## config.mk

```make
export PLATFORM = sky130hd
export DESIGN_NAME = aes_ws_core
export DESIGN_NICKNAME = d
export VERILOG_FILES = /design/src/rtl/aes_ws_pkg.sv /design/src/rtl/aes_ws_sbox.sv /design/src/rtl/aes_ws_mixcol.sv /design/src/rtl/aes_ws_keystep.sv /design/src/rtl/aes_ws_ctrl.sv /design/src/rtl/aes_ws_core.sv
export SDC_FILE = /design/constraint.sdc
export NUM_CORES = 2
export LEC_CHECK = 0
export BUFFER_PORTS_ARGS = -buffer_cell sky130_fd_sc_hd__buf_2
export CAP_MARGIN = 5
export CORE_MARGIN = 1.5
export CORE_UTILIZATION = 55
export DETAILED_ROUTE_END_ITERATION = 12
export PLACE_DENSITY = 0.72
export SETUP_SLACK_MARGIN = 0.05
export SYNTH_ARGS = -nofsm -noshare
export SYNTH_HDL_FRONTEND = slang
export SYNTH_SLANG_ARGS = --single-unit
```

## constraint.sdc

```tcl
create_clock -name clk -period 32.1 [get_ports clk]
set_input_delay 0 -clock clk [delete_from_list [all_inputs] [get_ports clk]]
set_output_delay 0 -clock clk [all_outputs]
set_load 0.1 [all_outputs]
```

## src/rtl/aes_ws_pkg.sv

```systemverilog
package aes_ws_pkg;

   typedef logic [7:0] gf_byte_t;

   typedef enum logic [1:0] {
      ST_IDLE,
      ST_LOAD,
      ST_RUN
   } ctl_state_e;

   // multiply by x in GF(2^8) modulo x^8+x^4+x^3+x+1
   function automatic gf_byte_t gf_x2(input gf_byte_t a);
      return {a[6:0], 1'b0} ^ (a[7] ? 8'h1b : 8'h00);
   endfunction

   // general product in GF(2^8), shift-and-add form
   function automatic gf_byte_t gf_mul(input gf_byte_t a, input gf_byte_t b);
      gf_byte_t acc;
      gf_byte_t sh;
      acc = '0;
      sh  = a;
      for (int i = 0; i < 8; i++) begin
         if (b[i]) acc = acc ^ sh;
         sh = gf_x2(sh);
      end
      return acc;
   endfunction

endpackage

```

## src/rtl/aes_ws_sbox.sv

```systemverilog
module aes_ws_sbox
   import aes_ws_pkg::*;
(
   input  logic [7:0] in_i,
   output logic [7:0] out_o
);
   gf_byte_t p2, p3, p6, p12, p15, p30, p60, p120, p240, inv;
   gf_byte_t aff;

   // multiplicative inverse as in_i^254 (zero maps to zero)
   always_comb begin
      p2   = gf_mul(in_i, in_i);
      p3   = gf_mul(p2, in_i);
      p6   = gf_mul(p3, p3);
      p12  = gf_mul(p6, p6);
      p15  = gf_mul(p12, p3);
      p30  = gf_mul(p15, p15);
      p60  = gf_mul(p30, p30);
      p120 = gf_mul(p60, p60);
      p240 = gf_mul(p120, p120);
      inv  = gf_mul(gf_mul(p240, p12), p2);
   end

   // affine step: sum of four left rotations plus constant
   always_comb begin
      aff = inv
          ^ {inv[6:0], inv[7]}
          ^ {inv[5:0], inv[7:6]}
          ^ {inv[4:0], inv[7:5]}
          ^ {inv[3:0], inv[7:4]}
          ^ 8'h63;
   end

   assign out_o = aff;
endmodule

```

## src/rtl/aes_ws_mixcol.sv

```systemverilog
module aes_ws_mixcol
   import aes_ws_pkg::*;
#(
   parameter int WORD_W = 32
) (
   input  logic [WORD_W-1:0] col_i,
   output logic [WORD_W-1:0] col_o
);
   localparam int BPW = WORD_W / 8;

   gf_byte_t a [BPW];
   gf_byte_t d [BPW];

   for (genvar r = 0; r < BPW; r++) begin : g_row
      assign a[r] = col_i[(BPW-1-r)*8 +: 8];
      assign d[r] = gf_x2(a[r]);
   end

   // each output row: 2*a[r] ^ 3*a[r+1] ^ a[r+2] ^ a[r+3]
   for (genvar r = 0; r < BPW; r++) begin : g_out
      assign col_o[(BPW-1-r)*8 +: 8] = d[r]
                                     ^ d[(r+1)%BPW] ^ a[(r+1)%BPW]
                                     ^ a[(r+2)%BPW]
                                     ^ a[(r+3)%BPW];
   end
endmodule

```

## src/rtl/aes_ws_keystep.sv

```systemverilog
module aes_ws_keystep
#(
   parameter int WORD_W = 32,
   parameter int WORDS  = 4
) (
   input  logic [WORDS-1:0][WORD_W-1:0] key_i,
   input  logic [WORD_W-1:0]            subrot_i,
   input  logic [7:0]                   rcon_i,
   output logic [WORDS-1:0][WORD_W-1:0] key_o
);
   logic [WORD_W-1:0] head;

   assign head     = subrot_i ^ {rcon_i, {(WORD_W-8){1'b0}}};
   assign key_o[0] = key_i[0] ^ head;

   for (genvar i = 1; i < WORDS; i++) begin : g_chain
      assign key_o[i] = key_i[i] ^ key_o[i-1];
   end
endmodule

```

## src/rtl/aes_ws_ctrl.sv

```systemverilog
module aes_ws_ctrl
   import aes_ws_pkg::*;
#(
   parameter  int WORDS  = 4,
   parameter  int ROUNDS = 10,
   localparam int IDX_W  = $clog2(WORDS)
) (
   input  logic             clk,
   input  logic             rst_n,
   input  logic             start,
   output logic             busy,
   output logic             accept,
   output logic             load_we,
   output logic [IDX_W-1:0] load_idx,
   output logic             col_en,
   output logic [IDX_W-1:0] col_idx,
   output logic             key_step,
   output logic             first_rnd,
   output logic             last_rnd
);
   localparam int PH_W = $clog2(WORDS + 1);
   localparam int RN_W = $clog2(ROUNDS + 1);
   localparam logic [PH_W-1:0] PH_KEY       = PH_W'(WORDS);
   localparam logic [PH_W-1:0] PH_LAST_LOAD = PH_W'(WORDS - 1);
   localparam logic [PH_W-1:0] PH_ONE       = PH_W'(1);
   localparam logic [RN_W-1:0] RN_FIRST     = RN_W'(1);
   localparam logic [RN_W-1:0] RN_LAST      = RN_W'(ROUNDS);

   ctl_state_e      st_q;
   logic [PH_W-1:0] ph_q;
   logic [RN_W-1:0] rn_q;

   always_ff @(posedge clk or negedge rst_n) begin
      if (!rst_n) begin
         st_q <= ST_IDLE;
         ph_q <= '0;
         rn_q <= '0;
      end else begin
         case (st_q)
            ST_IDLE: begin
               if (start) begin
                  st_q <= ST_LOAD;
                  ph_q <= PH_ONE;
               end
            end
            ST_LOAD: begin
               if (ph_q == PH_LAST_LOAD) begin
                  st_q <= ST_RUN;
                  ph_q <= '0;
                  rn_q <= RN_FIRST;
               end else begin
                  ph_q <= ph_q + PH_ONE;
               end
            end
            ST_RUN: begin
               if (ph_q == PH_KEY) begin
                  ph_q <= '0;
                  if (rn_q == RN_LAST) st_q <= ST_IDLE;
                  else                 rn_q <= rn_q + RN_FIRST;
               end else begin
                  ph_q <= ph_q + PH_ONE;
               end
            end
            default: st_q <= ST_IDLE;
         endcase
      end
   end

   assign busy      = (st_q != ST_IDLE);
   assign accept    = (st_q == ST_IDLE) && start;
   assign load_we   = accept || (st_q == ST_LOAD);
   assign load_idx  = accept ? '0 : ph_q[IDX_W-1:0];
   assign col_en    = (st_q == ST_RUN) && (ph_q != PH_KEY);
   assign col_idx   = ph_q[IDX_W-1:0];
   assign key_step  = (st_q == ST_RUN) && (ph_q == PH_KEY);
   assign first_rnd = (rn_q == RN_FIRST);
   assign last_rnd  = (rn_q == RN_LAST);
endmodule

```

## src/rtl/aes_ws_core.sv

```systemverilog
module aes_ws_core
   import aes_ws_pkg::*;
#(
   parameter int WORD_W = 32,
   parameter int ROUNDS = 10
) (
   input  logic              clk,
   input  logic              rst_n,
   input  logic              start,
   input  logic [WORD_W-1:0] data_in,
   input  logic [WORD_W-1:0] key_in,
   output logic              busy,
   output logic              done,
   output logic [127:0]      cipher_out
);
   localparam int BLK_W = 128;
   localparam int WORDS = BLK_W / WORD_W;
   localparam int BPW   = WORD_W / 8;
   localparam int IDX_W = $clog2(WORDS);

   // elaboration-time parameter checks
   if (WORD_W != 32) begin : g_bad_word
      $error("aes_ws_core: WORD_W must be 32 (square 4x4 byte state)");
   end
   if (WORDS != BPW) begin : g_bad_shape
      $error("aes_ws_core: state must have as many columns as rows");
   end
   if (ROUNDS < 1) begin : g_bad_rounds
      $error("aes_ws_core: ROUNDS must be at least 1");
   end

   logic             accept, load_we, col_en, key_step, first_rnd, last_rnd;
   logic [IDX_W-1:0] load_idx, col_idx;

   aes_ws_ctrl #(
      .WORDS  (WORDS),
      .ROUNDS (ROUNDS)
   ) u_ctrl (
      .clk       (clk),
      .rst_n     (rst_n),
      .start     (start),
      .busy      (busy),
      .accept    (accept),
      .load_we   (load_we),
      .load_idx  (load_idx),
      .col_en    (col_en),
      .col_idx   (col_idx),
      .key_step  (key_step),
      .first_rnd (first_rnd),
      .last_rnd  (last_rnd)
   );

   // state: hold = shifted state of previous round (or whitened input)
   logic [WORDS-1:0][WORD_W-1:0] hold_q, sbuf_q, key_q, cipher_q;
   logic [WORDS-1:0][WORD_W-1:0] key_nx, shifted;
   gf_byte_t                     rcon_q;

   logic [WORD_W-1:0] col_src, mc_out, round_col, rot_last, sbox_in, sbox_out;

   assign col_src = hold_q[col_idx];

   aes_ws_mixcol #(.WORD_W(WORD_W)) u_mix (
      .col_i (col_src),
      .col_o (mc_out)
   );

   assign round_col = first_rnd ? col_src : (mc_out ^ key_q[col_idx]);
   assign rot_last  = {key_q[WORDS-1][WORD_W-9:0], key_q[WORDS-1][WORD_W-1 -: 8]};
   assign sbox_in   = key_step ? rot_last : round_col;

   // the single shared bank of byte substitution units
   for (genvar b = 0; b < BPW; b++) begin : g_sbox
      aes_ws_sbox u_sb (
         .in_i  (sbox_in[b*8 +: 8]),
         .out_o (sbox_out[b*8 +: 8])
      );
   end

   aes_ws_keystep #(
      .WORD_W (WORD_W),
      .WORDS  (WORDS)
   ) u_key (
      .key_i    (key_q),
      .subrot_i (sbox_out),
      .rcon_i   (rcon_q),
      .key_o    (key_nx)
   );

   // row r rotates left by r columns
   for (genvar c = 0; c < WORDS; c++) begin : g_sr_col
      for (genvar r = 0; r < BPW; r++) begin : g_sr_row
         assign shifted[c][(BPW-1-r)*8 +: 8] = sbuf_q[(c+r)%WORDS][(BPW-1-r)*8 +: 8];
      end
   end

   always_ff @(posedge clk or negedge rst_n) begin
      if (!rst_n) begin
         hold_q <= '0;
         key_q  <= '0;
         rcon_q <= 8'h01;
      end else if (load_we) begin
         hold_q[load_idx] <= data_in ^ key_in;
         key_q[load_idx]  <= key_in;
         if (accept) rcon_q <= 8'h01;
      end else if (key_step) begin
         hold_q <= shifted;
         key_q  <= key_nx;
         rcon_q <= gf_x2(rcon_q);
      end
   end

   always_ff @(posedge clk or negedge rst_n) begin
      if (!rst_n)      sbuf_q <= '0;
      else if (col_en) sbuf_q[col_idx] <= sbox_out;
   end

   always_ff @(posedge clk or negedge rst_n) begin
      if (!rst_n) begin
         cipher_q <= '0;
         done     <= 1'b0;
      end else begin
         done <= key_step && last_rnd;
         if (key_step && last_rnd) cipher_q <= shifted ^ key_nx;
      end
   end

   for (genvar i = 0; i < WORDS; i++) begin : g_out
      assign cipher_out[(WORDS-1-i)*WORD_W +: WORD_W] = cipher_q[i];
   end
endmodule

```

### After elaboration in Yosys (flattened, before gate mapping)

Index checks and enable logic that the tools add are counted.

| storage, ports and cells | value |
|---|---|
| register bits after elaboration | 530 |
| bits of input ports | 67 |
| output and inout bits | 130 |
| logic and storage cells | 1420 |

| cells by class | value |
|---|---|
| $add $sub $neg | 2 |
| magnitude comparators | 4 |
| equal/unequal tests | 13 |
| mux-type cells | 699 |
| bitwise operators | 665 |
| reduce and logical (&&, ||, !) cells | 16 |

Operator list:

| cell | number |
|---|---|
| $xor A8 B8 Y8 | 652 |
| $mux W8 | 355 |
| $mux W5 | 313 |
| $mux W128 | 4 |
| $bwmux W128 | 3 |
| $xor A32 B32 Y32 | 7 |
| $mux W32 | 6 |
| $bmux W32 S2 | 2 |
| $demux W32 S2 | 2 |
| $xor A128 B128 Y128 | 1 |
| $not A4 Y4 | 4 |
| $mux W4 | 3 |
| $mux W2 | 5 |
| $mux W3 | 3 |
| $pmux W3 S3 | 1 |
| $pmux W4 S2 | 1 |
| $reduce_and A4 Y1 | 2 |
| $xor A8 B5 Y8 | 1 |
| $logic_and A1 B1 Y1 | 6 |
| $lt A2 B3 Y1 const B | 2 |
| $ne A2 B1 Y1 const B | 3 |
| $ne A2 B2 Y1 const B | 3 |
| $pmux W2 S3 | 1 |
| $reduce_bool A2 Y1 | 3 |
| 14 further kinds | 16 |

### Longest topological paths before layout

| depth | value |
|---|---|
| depth after elaboration | 199 |
| depth in mapped cells | 103 |
| depth with buffers taken out | 82 |

### Hierarchy

A second synthesis with hierarchy kept.

| second synthesis, totals | value |
|---|---|
| cell total of the unflattened synthesis | 7983 |
| area total of the unflattened synthesis | 73414.2 µm² |

By module, submodules not included:

| module | times used | cells each | area an instance (µm²) | seq. area each (µm²) |
|---|---|---|---|---|
| aes_ws_sbox | 4 | 1346 | 10839.1 | 0.0 |
| aes_ws_core | 1 | 2260 | 26401.6 | 13038.8 |
| aes_ws_keystep | 1 | 175 | 1550.2 | 0.0 |
| aes_ws_mixcol | 1 | 84 | 1343.8 | 0.0 |
| aes_ws_ctrl | 1 | 80 | 762.0 | 225.2 |

### Least setup slack after synthesis

OpenSTA, ideal clock, no wires.

| path | value |
|---|---|
| kind | register -> register |
| from | register u_ctrl.ph_q[0] |
| to | register key_q[94] (netlist bit) |
| setup time | 0.126 ns |
| arrival time | 22.481 ns |
| required time | 31.974 ns |
| slack | 9.493 ns |
| stages on the path, launching flop included | 95 |
| buffers on the path | 19 |
| period minus slack after synthesis | 22.607 ns |
| cell sequence | dfrtp_1 > buf_6 > buf_8 > buf_12 > buf_6 > buf_6 > buf_6 > buf_4 > inv_1 > ha_1 > and3_1 > buf_4 > buf_4 > clkbuf_1 > clkbuf_1 > clkbuf_1 > a211oi_1 > nor2_2 > (+59 left out) > xnor2_1 > xnor3_1 > xor2_1 > xnor2_1 > xnor2_1 > nor2_1 > a21oi_1 > xor2_1 > o21ai_0 > xnor2_2 > xnor2_1 > xnor2_1 > xor2_1 > xnor2_1 > xor2_1 > xnor2_1 > o21ai_0 > a221o_1 |

| on the way | value |
|---|---|
| word-level cells in the longest chain between the ends | 191 |
| elaborated cells on any way between the ends | 355 |
| classes of those cells | order compare (2); eq/ne (1); mux (179); bitwise (170); reduce/logical (3) |

RTL lines:

| item | RTL line | text |
|---|---|---|
| start: declaration | aes_ws_ctrl.sv:30 | `logic [PH_W-1:0] ph_q;` |
| start signal: assignment | aes_ws_ctrl.sv:52 | `ph_q <= ph_q + PH_ONE;` |
| start signal: assignment | aes_ws_ctrl.sv:61 | `ph_q <= ph_q + PH_ONE;` |
| $bmux W32 S2 | aes_ws_core.sv:60 | `assign col_src = hold_q[col_idx];` |
| $mux W32 (not written as such) | aes_ws_core.sv:60 |  |
| $mux W5 | aes_ws_pkg.sv:13 | `return {a[6:0], 1'b0} ^ (a[7] ? 8'h1b : 8'h00);` |
| $xor A8 B8 Y8 | aes_ws_pkg.sv:13 |  |
| $xor A8 B8 Y8 (2 in a row) | aes_ws_mixcol.sv:22 | `^ d[(r+1)%BPW] ^ a[(r+1)%BPW]` |
| $xor A8 B8 Y8 | aes_ws_mixcol.sv:23 | `^ a[(r+2)%BPW]` |
| $xor A8 B8 Y8 | aes_ws_mixcol.sv:24 | `^ a[(r+3)%BPW];` |
| $xor A32 B32 Y32 | aes_ws_core.sv:67 | `assign round_col = first_rnd ? col_src : (mc_out ^ key_q[col_idx]);` |
| (+173 left out) | n/a |  |
| $xor A8 B8 Y8 | aes_ws_sbox.sv:29 | `^ {inv[4:0], inv[7:5]}` |
| $xor A8 B8 Y8 | aes_ws_sbox.sv:30 | `^ {inv[3:0], inv[7:4]}` |
| $not A4 Y4 (no source line) | n/a |  |
| $xor A32 B32 Y32 | aes_ws_keystep.sv:13 | `assign head = subrot_i ^ {rcon_i, {(WORD_W-8){1'b0}}};` |
| $xor A32 B32 Y32 | aes_ws_keystep.sv:14 | `assign key_o[0] = key_i[0] ^ head;` |
| $xor A32 B32 Y32 (2 in a row) | aes_ws_keystep.sv:17 | `assign key_o[i] = key_i[i] ^ key_o[i-1];` |
| $mux W128 | aes_ws_core.sv:105 | `end else if (key_step) begin` |
| $mux W128 | aes_ws_core.sv:101 | `end else if (load_we) begin` |
| end signal: indexed assignment | aes_ws_core.sv:103 | `key_q[load_idx] <= key_in;` |
| end signal: assignment | aes_ws_core.sv:107 | `key_q <= key_nx;` |
| end: declaration | aes_ws_core.sv:54 | `logic [WORDS-1:0][WORD_W-1:0] hold_q, sbuf_q, key_q, cipher_q;` |

Parallel ways exist; a longest one is shown, timed or not. The select of a mux whose other input is x is not followed.
A chain may end at the register's enable or synchronous reset.

### Final worst setup path

| path | value |
|---|---|
| from | register u_ctrl.ph_q[0] |
| to | register key_q[111] (netlist bit) |

| on the way | value |
|---|---|
| word-level cells in the longest chain between the ends | 191 |
| elaborated cells on any way between the ends | 355 |
| classes of those cells | order compare (2); eq/ne (1); mux (179); bitwise (170); reduce/logical (3) |

RTL lines:

| item | RTL line | text |
|---|---|---|
| $bmux W32 S2 | aes_ws_core.sv:60 |  |
| $mux W32 (not written as such) | aes_ws_core.sv:60 |  |
| $mux W5 | aes_ws_pkg.sv:13 |  |
| $xor A8 B8 Y8 | aes_ws_pkg.sv:13 |  |
| $xor A8 B8 Y8 (2 in a row) | aes_ws_mixcol.sv:22 |  |
| $xor A8 B8 Y8 | aes_ws_mixcol.sv:23 |  |
| $xor A8 B8 Y8 | aes_ws_mixcol.sv:24 |  |
| $xor A32 B32 Y32 | aes_ws_core.sv:67 |  |
| (+172 left out) | n/a |  |
| $xor A8 B8 Y8 | aes_ws_sbox.sv:28 | `^ {inv[5:0], inv[7:6]}` |
| $xor A8 B8 Y8 | aes_ws_sbox.sv:29 |  |
| $xor A8 B8 Y8 | aes_ws_sbox.sv:30 |  |
| $xor A32 B32 Y32 | aes_ws_keystep.sv:13 |  |
| $xor A32 B32 Y32 | aes_ws_keystep.sv:14 |  |
| $xor A32 B32 Y32 (3 in a row) | aes_ws_keystep.sv:17 |  |
| $mux W128 | aes_ws_core.sv:105 |  |
| $mux W128 | aes_ws_core.sv:101 |  |

Parallel ways exist; a longest one is shown, timed or not. The select of a mux whose other input is x is not followed.

==> impl_metrics.json <==
{
  "synth_nets": 8808,
  "path_clk_slew_ns": 0.07,
  "first_pass_iters": 9,
  "path_class": "reg -> reg",
  "finalCritPeriodShare_pct": 85.76,
  "synth_area_mm2": 0.07506,
  "clock-sinks": 530,
  "crit_fanout": 38,
  "cp-start-kind": "flip-flop",
  "portBuffers": 196,
  "synth-edff-count": 0,
  "pre_cts_slack_ns": 5.240,
  "worstRegToRegCells": 68,
  "arrival_ns": 28.04,
  "slew_headroom_pct": 12.61,
  "ys.flop_type": "dfrtp_1",
  "timing.final.ws_setup_ns": 4.571,
  "crit_top_cell": "xnor2_1",
  "cts_tree": "built",
  "core_area_mm2": 0.1355,
  "r2r_slack_ns": 4.57,
  "initial_utilization_pct": 55.41,
  "clock_skew_ns": 0.07324,
  "route.vias.total": 67120,
  "gp_congestion": 0.9444,
  "die_x_um": 372.4,
  "ys_async_sr_fraction_pct": 100.0,
  "grt_pass1_vias": 63090,
  "setup_viol": 0,
  "cts-root-buf": "clkbuf_16",
  "hpwl_um": 163700,
  "routed_wl_um": 235600,
  "die_area_mm2": 0.1387,
  "drc_errors": 0,
  "fillers": 11790,
  "hold_viol": 0,
  "syn_avg_cell_area_um2": 8.626,
  "grt_max_degree": 118,
  "r2r_start": "u_ctrl.ph_q[0]",
  "num-nets-final": 8724,
  "status": "finished clean",
  "clock_latency_ns": 0.67,
  "overflow": 0,
  "h-tree-depth": 2,
  "grt_usage_pct": 32.92,
  "tns_ns": 0,
  "hold_class": "in -> async",
  "max_slew.worst_pin.slew_ns": 1.302,
  "die_height_um": 372.4,
  "crit_path_end_kind": "flip-flop",
  "post_drt_wl_per_cell_um": 22.55,
  "rows": 135,
  "syn_to_final_growth_pct": 6.189,
  "numCtsBuffers": 54,
  "critPathMaxStageDelay_ns": 0.98,
  "fin_crit_ns": 27.53,
  "syn_inst": 8701,
  "io_pins": 197,
  "antenna_found_initial": 8,
  "viasPerCell": 6.422,
  "slowest_stage": "xor3_1",
  "ys_seq_area_share_pct": 17.67,
  "grt_pass1_wl_um": 365900,
  "crit_required_ns": 32.61,
  "cap_violations": 0,
  "drtAntennaViolNets": 0,
  "yosysUniqueCellTypes": 134,
  "clk_path_buf_depth": 3,
  "drive_gt1_share_pct": 10.97,
  "rr_endpoint": "key_q[111]",
  "crit_start": "u_ctrl.ph_q[0]",
  "ys_ff_latch": 530,
  "drt_iter0_markers": 7422,
  "yosys_warnings": 0,
  "fmax_mhz": 36.33,
  "setup.worst_path.end": "key_q[111]",
  "finalMaxSlewViolations": 0,
  "grt_setup_unrepaired": "false"
}
worst min-delay path by stage:
stage,from,end,slack [ns]
global route,data_in[14],hold_q[78],0.06
finish,rst_n,cipher_out[66],0.01
floorplan,rst_n,cipher_out[0],-0.30
CTS,data_in[14],hold_q[78],0.02
global placement,rst_n,cipher_out[66],0.15
detailed placement,rst_n,cipher_out[66],0.15
final cells by class:
class	instances	area, um^2	area share [%]
diodes	9	22.52	0.02826
clock buffers	75	1530	1.920
inverters	130	490.5	0.6154
multi-input cells	7450	58640	73.57
repair buffers	451	3063	3.843
clock inverters	25	456.7	0.5730
well taps	1781	2228	2.796
flip-flops and latches	530	13270	16.65
through the flow:
stage | hold slack [ns] | cell area [um^2] | std cells | util [%]
after floorplan | -0.2956 | 75060 | 8701 | -
after global placement | 0.1474 | 77060 | 10280 | 56.89
after detailed placement | 0.1527 | 77060 | 10280 | 56.89
after CTS | 0.02246 | 79680 | 10440 | 58.82
after global routing | 0.06430 | 79690 | 10440 | 58.82
final | 0.01081 | 79700 | 10450 | 58.84
cell usage in the layout (no fill, tap or decap), types with 33 or more instances in the layout:
cell,instances
nor3_1,200
a221o_1,177
clkbuf_16,54
mux4_2,68
a21o_1,45
mux2i_1,178
dfrtp_1,527
a21oi_1,267
mux2_2,105
a211oi_1,55
xor2_1,501
buf_2,195
nor4_1,40
a31oi_1,58
o22ai_1,85
nand2b_1,37
nor2b_1,42
nand4_1,40
o211ai_1,70
and2_1,65
o21ai_0,420
o21ai_1,80
nand2_1,940
nor2_1,893
dlygate4sd3_1,63
xor2_2,43
nor3b_1,33
buf_4,192
ha_1,40
a22oi_1,97
xnor2_2,88
xnor2_1,1478
xor3_1,41
xnor3_1,336
inv_1,97
or3_1,69
and3_1,50
nand3_1,228
flip-flops by register name (all words and copies together), names as in the netlist:
signal       cells
u_ctrl.ph_q      3
key_q          128
hold_q         128
u_ctrl.st_q      2
u_ctrl.rn_q      4
cipher_out     128
done             1
rcon_q           8
sbuf_q         128
synth_stat cells, drive strengths merged, types with 47 or more instances:
| cell type | instances | area (um^2) |
|---|---|---|
| xnor2 | 1576 | 14610 |
| nand2 | 951 | 3577 |
| nor2 | 911 | 3450 |
| xor2 | 545 | 5062 |
| dfrtp | 529 | 13240 |
| o21ai | 504 | 2530 |
| clkbuf | 373 | 1431 |
| xnor3 | 348 | 7853 |
| a21oi | 277 | 1413 |
| nand3 | 230 | 1161 |
| buf | 212 | 1399 |
| nor3 | 201 | 1011 |
| mux2i | 179 | 1804 |
| a221o | 177 | 1772 |
| inv | 120 | 452.9 |
| mux2 | 106 | 1194 |
| a22oi | 98 | 740.7 |
| o22ai | 85 | 531.8 |
| o211ai | 72 | 550.5 |
| and2 | 70 | 440.4 |
| or3 | 69 | 431.7 |
| mux4 | 68 | 1531 |
| a31oi | 59 | 375.4 |
| a211oi | 56 | 425.4 |
| and3 | 52 | 325.3 |
| xor3 | 47 | 1125 |
worst max-delay path, delay by kind of cell (launching register included):
| kind | cells | cell delay (ns) |
|---|---|---|
| simple gates | 14 | 3.67 |
| xor+xnor | 29 | 12.96 |
| compound gates | 14 | 4.78 |
| flops | 1 | 0.89 |
| mux | 2 | 1.27 |
| fa+ha+maj | 3 | 1.53 |
| buf+inv | 6 | 2.13 |
metal layers:
layer | global-route usage (%) | up-vias | share of wire (%) | wire length (um)
li1 | - | 30380 | - | -
met1 | 45.30 | 32780 | 42 | 98280
met2 | 51.50 | 3407 | 45 | 106000
met3 | 5.701 | 553 | 9.3 | 21990
met4 | 12.68 | 2 | 4.0 | 9309
met5 | 0.03497 | - | 0.0055 | 13
kinds of logic after synthesis:
| group | synth area share, % |
|---|---|
| and+or+nand+nor | 16.67 |
| xor gates and xnor gates | 38.17 |
| AOI/OAI and AO/OA | 16.29 |
| buffers and inverters | 4.503 |
| DFF | 17.67 |
| muxes | 6.034 |
| adders and majority gates | 0.6668 |
what timing repair did:
| action | CTS | global route |
|---|---|---|
| gates resized for setup | 0 | 0 |
| hold buffers | 63 | 0 |
| hold endpoints to repair | 359 | 0 |
| setup buffers | 0 | 0 |
Power is left out: the tool's default activity adds up to more than one toggle a clock period on the data nets, which glitch-free logic cannot reach.
